<file path="config.mk">
export PLATFORM = sky130hd
export DESIGN_NAME = irq_entry_seq
export DESIGN_NICKNAME = d
export VERILOG_FILES = /design/src/rtl/irq_seq_pkg.sv /design/src/rtl/isq_line_edge.sv /design/src/rtl/isq_pick.sv /design/src/rtl/isq_level_ctl.sv /design/src/rtl/irq_entry_seq.sv
export SDC_FILE = /design/constraint.sdc
export NUM_CORES = 1
export LEC_CHECK = 0
export BUFFER_PORTS_ARGS = -buffer_cell sky130_fd_sc_hd__buf_2
export CAP_MARGIN = 25
export CORE_UTILIZATION = 30
export DETAILED_ROUTE_END_ITERATION = 10
export PLACE_DENSITY = 0.55
export SYNTH_ARGS = -nofsm -noshare
export SYNTH_HDL_FRONTEND = slang
export SYNTH_SLANG_ARGS = --single-unit
</file>
<file path="constraint.sdc">
create_clock -name clk -period 3.21 [get_ports clk]
set_input_delay 0.1605 -clock clk [delete_from_list [all_inputs] [get_ports clk]]
set_output_delay 0.1605 -clock clk [all_outputs]
set_load 0.005 [all_outputs]
</file>
<file path="src/rtl/irq_seq_pkg.sv">
package irq_seq_pkg;

    typedef enum logic [2:0] {
        ST_BOOT,
        ST_IDLE,
        ST_PUSH_PC,
        ST_PUSH_SR,
        ST_VEC,
        ST_POP_SR,
        ST_POP_PC
    } seq_state_e;

    localparam logic [3:0] CMD_BOTH_OFF = 4'd0;
    localparam logic [3:0] CMD_IRQ_ONLY = 4'd1;
    localparam logic [3:0] CMD_FIQ_ONLY = 4'd2;
    localparam logic [3:0] CMD_BOTH_ON  = 4'd3;
    localparam logic [3:0] CMD_IRQ_OFF  = 4'd8;
    localparam logic [3:0] CMD_IRQ_ON   = 4'd9;
    localparam logic [3:0] CMD_FIQ_OFF  = 4'd12;
    localparam logic [3:0] CMD_FIQ_ON   = 4'd13;

endpackage

</file>
<file path="src/rtl/isq_line_edge.sv">
module isq_line_edge #(
    parameter int N = 9
) (
    input  logic         clk,
    input  logic         rst_n,
    input  logic [N-1:0] lines,
    output logic [N-1:0] rise,
    output logic [N-1:0] fall,
    output logic [N-1:0] prev_q
);
    always_ff @(posedge clk) begin
        if (!rst_n) prev_q <= '0;
        else        prev_q <= lines;
    end

    assign rise = lines & ~prev_q;
    assign fall = ~lines & prev_q;
endmodule

</file>
<file path="src/rtl/isq_pick.sv">
module isq_pick #(
    parameter int N          = 9,
    parameter bit FAST_FIRST = 1'b0,
    localparam int IW        = $clog2(N)
) (
    input  logic [N-1:0]  req,
    output logic          found,
    output logic [IW-1:0] idx
);
    generate
        if (FAST_FIRST) begin : g_fast
            always_comb begin
                found = 1'b0;
                idx   = '0;
                for (int i = N - 2; i >= 0; i--) begin
                    if (req[i]) begin
                        found = 1'b1;
                        idx   = IW'(i);
                    end
                end
                if (req[N-1]) begin
                    found = 1'b1;
                    idx   = IW'(N - 1);
                end
            end
        end else begin : g_plain
            always_comb begin
                found = 1'b0;
                idx   = '0;
                for (int i = N - 1; i >= 0; i--) begin
                    if (req[i]) begin
                        found = 1'b1;
                        idx   = IW'(i);
                    end
                end
            end
        end
    endgenerate
endmodule

</file>
<file path="src/rtl/isq_level_ctl.sv">
module isq_level_ctl
    import irq_seq_pkg::*;
(
    input  logic       clk,
    input  logic       rst_n,
    input  logic       cmd_valid,
    input  logic [3:0] cmd,
    input  logic       take_irq,
    input  logic       take_fiq,
    input  logic       ret_done,
    output logic       irq_en,
    output logic       irq_isv,
    output logic       fiq_en,
    output logic       fiq_isv
);
    always_ff @(posedge clk) begin
        if (!rst_n) begin
            irq_en <= 1'b0;
            fiq_en <= 1'b0;
        end else if (cmd_valid) begin
            case (cmd)
                CMD_BOTH_OFF: begin irq_en <= 1'b0; fiq_en <= 1'b0; end
                CMD_IRQ_ONLY: begin irq_en <= 1'b1; fiq_en <= 1'b0; end
                CMD_FIQ_ONLY: begin irq_en <= 1'b0; fiq_en <= 1'b1; end
                CMD_BOTH_ON:  begin irq_en <= 1'b1; fiq_en <= 1'b1; end
                CMD_IRQ_OFF:  irq_en <= 1'b0;
                CMD_IRQ_ON:   irq_en <= 1'b1;
                CMD_FIQ_OFF:  fiq_en <= 1'b0;
                CMD_FIQ_ON:   fiq_en <= 1'b1;
                default: ;
            endcase
        end
    end

    always_ff @(posedge clk) begin
        if (!rst_n) begin
            irq_isv <= 1'b0;
            fiq_isv <= 1'b0;
        end else begin
            if (take_irq) irq_isv <= 1'b1;
            if (take_fiq) fiq_isv <= 1'b1;
            if (ret_done) begin
                if (fiq_isv) fiq_isv <= 1'b0;
                else         irq_isv <= 1'b0;
            end
        end
    end

    // normal level enters service only if it was enabled and the fast level idle
    assert_irq_take_gated_R3: assert property (@(posedge clk) disable iff (!rst_n)
        $rose(irq_isv) |-> ($past(irq_en) && !$past(fiq_isv)));

    // fast level enters service only if it was enabled
    assert_fiq_take_gated_R4: assert property (@(posedge clk) disable iff (!rst_n)
        $rose(fiq_isv) |-> $past(fiq_en));
endmodule

</file>
<file path="src/rtl/irq_entry_seq.sv">
module irq_entry_seq
    import irq_seq_pkg::*;
#(
    parameter int NUM_IRQ = 8,
    parameter int AW      = 16,
    parameter int DW      = 16,
    parameter logic [AW-1:0] VEC_FIQ   = 'hFFF6,
    parameter logic [AW-1:0] VEC_RESET = 'hFFF7,
    parameter logic [AW-1:0] VEC_IRQ0  = 'hFFF8
) (
    input  logic               clk,
    input  logic               rst_n,
    input  logic [NUM_IRQ-1:0] irq_line,
    input  logic               fiq_line,
    input  logic               en_cmd_valid,
    input  logic [3:0]         en_cmd,
    input  logic               ret_strobe,
    input  logic               ctx_wr,
    input  logic [DW-1:0]      ctx_pc,
    input  logic [DW-1:0]      ctx_sr,
    input  logic [AW-1:0]      ctx_sp,
    output logic               busy,
    output logic [DW-1:0]      pc_o,
    output logic [DW-1:0]      sr_o,
    output logic [AW-1:0]      sp_o,
    output logic [1:0]         irq_state,
    output logic [1:0]         fiq_state,
    output logic               mem_req,
    output logic               mem_we,
    output logic [AW-1:0]      mem_addr,
    output logic [DW-1:0]      mem_wdata,
    input  logic [DW-1:0]      mem_rdata,
    input  logic               mem_ready
);
    localparam int NL      = NUM_IRQ + 1;
    localparam int IW      = $clog2(NL);
    localparam int FIQ_IDX = NUM_IRQ;
    localparam logic [NL-1:0] BIT0 = NL'(1);

    seq_state_e state_q, state_d;

    logic [DW-1:0] pc_q, sr_q;
    logic [AW-1:0] sp_q, vec_q;
    logic [NL-1:0] trig_q, pend_q, trig_d, pend_d;
    logic [IW-1:0] cur_q;
    logic          cur_vld_q;

    logic [NL-1:0] lines, rise, fall, line_prev;
    logic          evt_found, rep_found;
    logic [IW-1:0] evt_idx, rep_idx;
    logic [NL-1:0] evt_mask, rep_mask, cur_mask;
    logic          irq_en, irq_isv, fiq_en, fiq_isv;
    logic          in_idle, do_ret, do_eval, evt_is_fiq, evt_ok;
    logic          take, block, hs, ret_done, ctx_load;
    logic [AW-1:0] take_vec;

    assign lines = {fiq_line, irq_line};

    isq_line_edge #(.N(NL)) u_edge (
        .clk    (clk),
        .rst_n  (rst_n),
        .lines  (lines),
        .rise   (rise),
        .fall   (fall),
        .prev_q (line_prev)
    );

    isq_pick #(.N(NL), .FAST_FIRST(1'b1)) u_pick_evt (
        .req   (trig_q),
        .found (evt_found),
        .idx   (evt_idx)
    );

    assign cur_mask = cur_vld_q ? (BIT0 << cur_q) : '0;

    isq_pick #(.N(NL), .FAST_FIRST(1'b0)) u_pick_rep (
        .req   (pend_q & ~cur_mask),
        .found (rep_found),
        .idx   (rep_idx)
    );

    isq_level_ctl u_lvl (
        .clk       (clk),
        .rst_n     (rst_n),
        .cmd_valid (en_cmd_valid),
        .cmd       (en_cmd),
        .take_irq  (take && !evt_is_fiq),
        .take_fiq  (take && evt_is_fiq),
        .ret_done  (ret_done),
        .irq_en    (irq_en),
        .irq_isv   (irq_isv),
        .fiq_en    (fiq_en),
        .fiq_isv   (fiq_isv)
    );

    // ---------------- arbitration ----------------
    assign in_idle    = (state_q == ST_IDLE);
    assign do_ret     = in_idle && ret_strobe;
    assign ctx_load   = in_idle && ctx_wr && !ret_strobe;
    assign do_eval    = in_idle && !ret_strobe && !ctx_wr && evt_found;
    assign evt_is_fiq = (evt_idx == IW'(FIQ_IDX));
    assign evt_ok     = evt_is_fiq ? (fiq_en && !fiq_isv)
                                   : (irq_en && !irq_isv && !fiq_isv);
    assign take       = do_eval && evt_ok;
    assign block      = do_eval && !evt_ok;
    assign hs         = mem_req && mem_ready;
    assign ret_done   = (state_q == ST_POP_PC) && hs;
    assign evt_mask   = BIT0 << evt_idx;
    assign rep_mask   = BIT0 << rep_idx;
    assign take_vec   = evt_is_fiq ? VEC_FIQ
                                   : VEC_IRQ0 + {{(AW-IW){1'b0}}, evt_idx};

    always_comb begin
        trig_d = trig_q | rise;
        if (ret_done && rep_found) trig_d = trig_d | rep_mask;
        if (do_eval)               trig_d = trig_d & ~evt_mask;
        trig_d = trig_d & ~fall;

        pend_d = pend_q;
        if (block)                 pend_d = pend_d | evt_mask;
        if (ret_done)              pend_d = pend_d & ~cur_mask;
        if (ret_done && rep_found) pend_d = pend_d & ~rep_mask;
        pend_d = pend_d & ~fall;
    end

    // ---------------- state register ----------------
    always_ff @(posedge clk) begin
        if (!rst_n) state_q <= ST_BOOT;
        else        state_q <= state_d;
    end

    always_comb begin
        state_d = state_q;
        unique case (state_q)
            ST_BOOT:    if (hs) state_d = ST_IDLE;
            ST_IDLE: begin
                if (do_ret)    state_d = ST_POP_SR;
                else if (take) state_d = ST_PUSH_PC;
            end
            ST_PUSH_PC: if (hs) state_d = ST_PUSH_SR;
            ST_PUSH_SR: if (hs) state_d = ST_VEC;
            ST_VEC:     if (hs) state_d = ST_IDLE;
            ST_POP_SR:  if (hs) state_d = ST_POP_PC;
            ST_POP_PC:  if (hs) state_d = ST_IDLE;
            default:    state_d = ST_BOOT;
        endcase
    end

    // ---------------- outputs ----------------
    always_comb begin
        busy      = 1'b1;
        mem_req   = 1'b1;
        mem_we    = 1'b0;
        mem_addr  = '0;
        mem_wdata = '0;
        unique case (state_q)
            ST_BOOT:    mem_addr = VEC_RESET;
            ST_IDLE: begin
                busy    = 1'b0;
                mem_req = 1'b0;
            end
            ST_PUSH_PC: begin
                mem_we    = 1'b1;
                mem_addr  = sp_q;
                mem_wdata = pc_q;
            end
            ST_PUSH_SR: begin
                mem_we    = 1'b1;
                mem_addr  = sp_q;
                mem_wdata = sr_q;
            end
            ST_VEC:     mem_addr = vec_q;
            ST_POP_SR:  mem_addr = sp_q + AW'(1);
            ST_POP_PC:  mem_addr = sp_q + AW'(1);
            default: ;
        endcase
    end

    // ---------------- datapath ----------------
    always_ff @(posedge clk) begin
        if (!rst_n) begin
            pc_q      <= '0;
            sr_q      <= '0;
            sp_q      <= '0;
            trig_q    <= '0;
            pend_q    <= '0;
            cur_q     <= '0;
            cur_vld_q <= 1'b0;
            vec_q     <= VEC_RESET;
        end else begin
            trig_q <= trig_d;
            pend_q <= pend_d;
            if (ctx_load) begin
                pc_q <= ctx_pc;
                sr_q <= ctx_sr;
                sp_q <= ctx_sp;
            end
            if (take) begin
                cur_q     <= evt_idx;
                cur_vld_q <= 1'b1;
                vec_q     <= take_vec;
            end
            if (hs) begin
                unique case (state_q)
                    ST_BOOT:    pc_q <= mem_rdata;
                    ST_PUSH_PC: sp_q <= sp_q - AW'(1);
                    ST_PUSH_SR: sp_q <= sp_q - AW'(1);
                    ST_VEC: begin
                        pc_q <= mem_rdata;
                        sr_q <= '0;
                    end
                    ST_POP_SR: begin
                        sp_q <= sp_q + AW'(1);
                        sr_q <= mem_rdata;
                    end
                    ST_POP_PC: begin
                        sp_q      <= sp_q + AW'(1);
                        pc_q      <= mem_rdata;
                        cur_vld_q <= 1'b0;
                    end
                    default: ;
                endcase
            end
        end
    end

    assign pc_o      = pc_q;
    assign sr_o      = sr_q;
    assign sp_o      = sp_q;
    assign irq_state = {irq_isv, irq_en};
    assign fiq_state = {fiq_isv, fiq_en};

    // ---------------- assertions ----------------
    assert_push_dec_R5: assert property (@(posedge clk) disable iff (!rst_n)
        (hs && mem_we) |=> (sp_q == $past(sp_q) - AW'(1)));

    assert_sr_clear_R5: assert property (@(posedge clk) disable iff (!rst_n)
        (hs && state_q == ST_VEC) |=> (sr_q == '0));

    assert_pop_inc_R7: assert property (@(posedge clk) disable iff (!rst_n)
        (hs && (state_q == ST_POP_SR || state_q == ST_POP_PC)) |=> (sp_q == $past(sp_q) + AW'(1)));

    assert_pend_follow_line_R9: assert property (@(posedge clk) disable iff (!rst_n)
        (pend_q & ~line_prev) == '0);

    assert_req_hold_R11: assert property (@(posedge clk) disable iff (!rst_n)
        (mem_req && !mem_ready) |=> (mem_req && $stable(mem_addr) && $stable(mem_we) && $stable(mem_wdata)));

    assert_ctx_busy_R12: assert property (@(posedge clk) disable iff (!rst_n)
        (busy && !hs) |=> $stable(sp_q));
endmodule

</file>
**Word-level counts from Yosys, hierarchy flattened**

Cells that the tools add are included.
Widths: inputs -> output; s select.

- Word-level logic and storage cells: 167
- Register bits after elaboration: 103
- Output and inout bits: 87

- Shifts and indexed selects: 3
- Mux-type cells: 75
- Equality and inequality tests: 19
- Add/sub/neg operators: 3
- Reductions and logical operators: 36
- Bitwise gates (word level): 17

Operator list:

| kind | count |
|---|---|
| $mux 16 | 8 |
| $pmux 16 s2 | 3 |
| $and 9x9->9 | 8 |
| $pmux 16 s4 | 1 |
| $mux 9 | 6 |
| $not 9->9 | 6 |
| $mux 3 | 14 |
| $mux 4 | 10 |
| $mux 1 | 30 |
| $or 9x9->9 | 3 |
| $shl 1x4->9 const A | 3 |
| $eq 4x4->1 const B | 5 |
| $add 16x1->16 const B | 1 |
| $logic_and 1x1->1 | 16 |
| $sub 16x1->16 const B | 1 |
| $pmux 3 s5 | 1 |
| $reduce_or 3->1 | 5 |
| $eq 3x3->1 const B | 3 |
| $eq 4x2->1 const B | 2 |
| $add 4x5->6 const A | 1 |
| $eq 3x2->1 const B | 2 |
| $logic_not 1->1 | 6 |
| $ne 2x2->1 const B | 3 |
| $reduce_and 5->1 | 1 |
| other kinds (10) | 14 |

**Longest topological paths before layout**

- Depth in word-level cells: 19
- Mapped depth: 9
- Mapped depth without buffers: 8

**Hierarchy**

A second synthesis with hierarchy kept.

- Cell total of the unflattened synthesis: 749
- Area, all modules: 5914.4 µm²

Modules (own cells, without submodules):

| module | area an instance (µm²) | instances | cells each |
|---|---|---|---|
| irq_entry_seq | 5173.7 | 1 | 659 |
| isq_line_edge | 349.1 | 1 | 36 |
| isq_level_ctl | 186.4 | 1 | 22 |
| isq_pick at u_pick_evt | 106.4 | 1 | 17 |
| isq_pick at u_pick_rep | 98.8 | 1 | 15 |

**Worst setup path after synthesis**

No wires, ideal clock.

- Path kind: register -> register
- From: register sp_q[0], in the netlist sp_o[0]
- To: register sp_q[14], in the netlist sp_o[14]
- Buffers on the path: 1
- Cell stages (with the launch flop): 9
- Path slack: 0.868 ns
- Library setup time: 0.123 ns
- Arrival: 2.219 ns
- Cell sequence: dfxtp_1 ha_1 clkbuf_1 nand2_1 nor4_1 nand3_1 xnor2_1 a221oi_1 nor2_1

- Longest elaborated chain between the ends: 3
- Elaborated cells between the ends (all ways): 4

RTL lines:

| item | RTL line | RTL |
|---|---|---|
| start: declaration | irq_entry_seq.sv:43 | `logic [AW-1:0] sp_q, vec_q;` |
| start signal: assignment | irq_entry_seq.sv:196 | `sp_q <= ctx_sp;` |
| start signal: assignment | irq_entry_seq.sv:206 | `ST_PUSH_PC: sp_q <= sp_q - AW'(1);` |
| start signal: assignment | irq_entry_seq.sv:207 | `ST_PUSH_SR: sp_q <= sp_q - AW'(1);` |
| $add 16x1->16 / $sub 16x1->16 (equally long branches) | - |  |
| $pmux 16 s2 * | irq_entry_seq.sv:204 | `unique case (state_q)` |
| $mux 16 * | irq_entry_seq.sv:203 | `if (hs) begin` |

Every way passes the cells marked *; elsewhere a longest branch is shown, timed or not.
A chain may end at the register's enable or synchronous reset.

**Worst setup path after layout**

- From: register state_q[1]
- To: output mem_addr[15]

- Longest elaborated chain between the ends: 3
- Elaborated cells between the ends (all ways): 9

RTL lines:

| item | RTL line | RTL |
|---|---|---|
| start: declaration | irq_entry_seq.sv:40 | `seq_state_e state_q, state_d;` |
| start signal: assignment | irq_entry_seq.sv:129 | `else state_q <= state_d;` |
| $eq 3x3->1 / $eq 3x2->1 (equally long branches) | irq_entry_seq.sv:156 | `unique case (state_q)` |
| $reduce_or 2->1 (no source line) | - |  |
| $pmux 16 s4 * | irq_entry_seq.sv:156 |  |
| end: declaration | irq_entry_seq.sv:30 | `output logic [AW-1:0] mem_addr,` |

Marked as above.

==> metrics.log <==
INFO  metric run_status = completed
INFO  metric grt_pass1_vias = 5990
INFO  metric fin_area = 7370 sq um
INFO  metric rows = about 50
INFO  metric cp_data_required_time = 3.05 ns
INFO  metric synth.cell_area = ~6000 sq um
INFO  metric skew = 0.00835 ns
INFO  metric p_switching = slightly above 1 mW
INFO  metric drt_first_pass_iters = 5
INFO  metric share_of_cells_above_drive_strength_1 = 25.0%
INFO  metric yosysWarningCount = 0
INFO  metric cp_cell_sequence = buf_4 -> xor2_1 -> and2_0 -> o31a_1 -> mux2i_1 -> o211ai_1 -> buf_2
INFO  metric cts_max_path_buffers = 2
INFO  metric final.setup.tns = 0 ns
INFO  metric cts_hold_buffers = 0
INFO  metric share_clk_of_total_power = 35.7%
INFO  metric postRouteWirelength = 20400 um
INFO  metric power.static_leakage = 2.90 nW
INFO  metric timing.critical_path.buf_inv = 2
INFO  metric syn-num-nets = 903
INFO  metric num_io_pins = 170
INFO  metric power-per-cell-area = 418 nW/um^2
INFO  metric worst-path-max-fanout = 17
INFO  metric post_cts.resized_instances = 0
INFO  metric die_w = 144 um
INFO  metric proportion_of_synthesized_flip_flops_having_asynchronous_set_or_reset = 0%
INFO  metric clock_sinks = slightly above 90
INFO  metric die_height = 144 um
INFO  metric timing.critical_path.slowest_cell_delay = 0.75 ns
INFO  metric min_period_over_period = 88.3%
INFO  metric cts_buffers = 9
INFO  metric fillCellCount = roughly 2100
INFO  metric critical_path_class = reg2out
INFO  metric post_drt_via_cell_ratio = 5.39
INFO  metric cts_setup_buffers = 0
INFO  metric initial_antenna_violation_count = 0
INFO  metric hold_viol = 0
INFO  metric floorplan.core_area = 19500 sq um
INFO  metric switching_share = 33.4%
INFO  metric holdCritPathClass = in2reg
INFO  metric register_area = 1840 sq um
INFO  metric highest_attainable_clock_frequency = roughly 350 MHz
INFO  metric clk_root_buffer_cell = sky130_fd_sc_hd__clkbuf_16
INFO  metric drv.max_cap_violation_count = 0
INFO  metric fin_nets = 1028
INFO  metric clock_pin_transition_on_the_worst_setup_and_hold_timing_paths = 0.08 ns
INFO  metric cts-htree-levels = 3
INFO  metric worst_ir_drop_vdd = 242 uV
INFO  metric slew-limit-headroom = 33.5%
INFO  metric avgSynthCellArea = 7.35 sq um
INFO  metric setup_viol_count_final = 0
INFO  metric clock_insertion_delay_worst_skew = approximately 0.35 ns
INFO  metric category_of_the_worst_setup_path_launch_point = flop
INFO  metric slew_viol_final = 0
INFO  metric grt_util_all_layers = 20.0%
INFO  metric synth-edff-count = 0
INFO  metric power.combinational.fraction = around 23%
INFO  metric wl_per_cell = 16.8 um
INFO  metric synth-seq-cells = 92
INFO  metric synth_cells = 818
INFO  metric numPortBuffers = 169
INFO  metric dominantRegCellSynth = sky130_fd_sc_hd__dfxtp_1
INFO  metric wire_length_of_the_first_global_routing_pass = approximately 32000 um
INFO  metric floorplan.initialDensity = a little over 30%
INFO  metric area_delta_synth_final = 22.6%
INFO  metric die_area = 20600 sq um
INFO  metric intPower = 2.05 mW
INFO  metric placed_cells = 1197
INFO  metric rsz0062_at_grt = false
INFO  metric critical_path.endpoint_type = output pin
INFO  metric gpl.final_weighted_congestion = 0.895
INFO  metric clock_tree_from_tritoncts = built
INFO  metric fin_cells = 1213
INFO  metric detailed_placement_wirelength_estimate = 14500 um
INFO  metric crit_path_top_delay_cell = sky130_fd_sc_hd__and2_0
INFO  metric seq_power_share = between 40% and 50%
INFO  metric largest_net_degree_at_the_start_of_global_routing = between 40 and 50
INFO  metric worst_slew_pin_slew = 0.994 ns
INFO  metric final_global_route_overflow_total = 0
INFO  metric ys_types = 76
INFO  metric num_antenna_cells = 0
INFO  metric ys_seq_area_share = 30.6%
INFO  metric antenna_left = 0
INFO  metric period_needed = 2.83 ns
INFO  metric whs = between 0.03 and 0.04 ns
INFO  metric critical_path.top_delay_family = simple AND/OR/NAND/NOR gates
INFO  metric placed_area = 7070 sq um
INFO  metric dr_total_vias = 6543
INFO  metric remaining_drc_errors = 0
INFO  metric total_area_of_multi_input_combinational_cells = 3760 sq um
INFO  metric initialDrtViolationCount = 427
INFO  metric cp_data_arrival_time = between 2 and 3 ns
[routing by layer]
metal	routed length, um	GRT usage (%)
met5	0	0
met4	312	6.10
met3	1570	4.47
met2	9150	32.0
met1	9390	26.5
[metrics by stage]
stage | power [mW] | utilization, % | worst slack (ns)
6_report | 3.08 | 37.7 | 0.377
3_3_place_gp | 2.00 | 36.1 | 0.679
5_1_grt | 3.27 | 37.7 | 0.109
2_1_floorplan | 1.74 | - | 0.868
3_5_place_dp | 2.00 | 36.2 | 0.653
4_1_cts | 3.11 | 37.7 | 0.384
[final cells by class]
class / count / area share, %
Tap cell: 265 / 4.50
Multi-Input combinational cell: 626 / 51.1
Sequential cell: 92 / 25.0
Inverter: 22 / 1.12
Timing Repair Buffer: 192 / 14.2
Clock inverter: 7 / 1.09
Clock buffer: 9 / 3.06
[cell families (layout without fill, tap and decap cells)]
kind of cell	after synthesis	in the layout	synth area share [%]
buf+inv	100	230	6.85
flops	92	92	30.6
simple gates	327	327	26.5
mux	25	25	4.18
compound gates	254	254	28.8
fa+ha+maj	3	3	0.583
xor+xnor	17	17	2.48
[cells in the mapped netlist, drive strengths merged (7+ instances only)]
| cell | n | share of area (%) |
|---|---|---|
| inv | 22 | 1.4 |
| a21oi | 79 | 6.6 |
| nor3 | 12 | 1.3 |
| nor2 | 72 | 4.5 |
| o21ai | 45 | 4.0 |
| nand2 | 143 | 8.9 |
| mux2i | 24 | 4.0 |
| xnor2 | 10 | 1.5 |
| buf | 18 | 1.7 |
| a221oi | 9 | 1.5 |
| xor2 | 7 | 1.0 |
| a311oi | 35 | 5.1 |
| and2 | 12 | 1.2 |
| nand3 | 22 | 2.0 |
| clkbuf | 60 | 3.7 |
| o221ai | 15 | 2.2 |
| nand2b | 10 | 1.1 |
| o211ai | 8 | 1.0 |
| a211oi | 11 | 1.4 |
| dfxtp | 92 | 31 |
[power by group through the flow]
| stage | sequential, mW | clock, mW | combinational [mW] |
|---|---|---|---|
| finish | 1.29 | 1.10 | 0.696 |
| global route | 1.30 | 1.20 | 0.768 |
| CTS | 1.28 | 1.14 | 0.689 |
| detailed placement | 1.31 | 0 | 0.685 |
| global placement | 1.31 | 0 | 0.684 |
| floorplan | 1.28 | 0 | 0.456 |
[final timing paths]
| kind | startpoint | endpoint | depth (start not counted) | slack [ns] |
|---|---|---|---|---|
| max | state_q[1] | mem_addr[15] | 7 | 0.38 |
| max reg2reg | trig_q[8] | u_lvl.irq_isv | 5 | 0.56 |
| min reg2reg | vec_q[0] | vec_q[0] | 1 | 0.48 |
| min | irq_line[7] | u_edge.prev_q[7] | 2 | 0.04 |
[registers in the layout, indices dropped and copies added, names as in the netlist]
| register | cells |
|---|---|
| cur_vld_q | 1 |
| pc_o | 16 |
| u_edge.prev_q | 9 |
| cur_q | 4 |
| u_lvl.irq_isv | 1 |
| u_lvl.irq_en | 1 |
| u_lvl.fiq_isv | 1 |
| sr_o | 16 |
| trig_q | 9 |
| sp_o | 16 |
| pend_q | 9 |
| state_q | 3 |
| vec_q | 5 |
| u_lvl.fiq_en | 1 |
[layout by cell type (no fill, tap or decap), types with 3 or more instances in the layout]
cell,count
sky130_fd_sc_hd__o221ai_1,15
sky130_fd_sc_hd__o22ai_1,6
sky130_fd_sc_hd__clkbuf_16,9
sky130_fd_sc_hd__o21a_1,6
sky130_fd_sc_hd__nand3_1,21
sky130_fd_sc_hd__a31oi_1,3
sky130_fd_sc_hd__a21oi_1,79
sky130_fd_sc_hd__a221oi_1,7
sky130_fd_sc_hd__nor3_1,10
sky130_fd_sc_hd__nand2b_1,9
sky130_fd_sc_hd__xor2_1,7
sky130_fd_sc_hd__a21o_1,3
sky130_fd_sc_hd__a2111oi_0,6
sky130_fd_sc_hd__a22oi_1,5
sky130_fd_sc_hd__a221o_1,3
sky130_fd_sc_hd__nand2_1,143
sky130_fd_sc_hd__and2_1,11
sky130_fd_sc_hd__xnor2_1,10
sky130_fd_sc_hd__buf_2,169
sky130_fd_sc_hd__nor2b_1,6
sky130_fd_sc_hd__inv_1,21
sky130_fd_sc_hd__nor2_1,72
sky130_fd_sc_hd__o211a_1,3
sky130_fd_sc_hd__and3_1,4
sky130_fd_sc_hd__or2_2,4
sky130_fd_sc_hd__a211oi_1,11
sky130_fd_sc_hd__mux2i_1,24
sky130_fd_sc_hd__dfxtp_1,91
sky130_fd_sc_hd__o31a_1,4
sky130_fd_sc_hd__o22a_1,3
sky130_fd_sc_hd__nor4_1,6
sky130_fd_sc_hd__or3_1,5
sky130_fd_sc_hd__a311oi_1,35
sky130_fd_sc_hd__o21ai_0,41
sky130_fd_sc_hd__nand3b_1,4
sky130_fd_sc_hd__o211ai_1,8
sky130_fd_sc_hd__buf_4,21
Power figures use the tool's default switching activity.
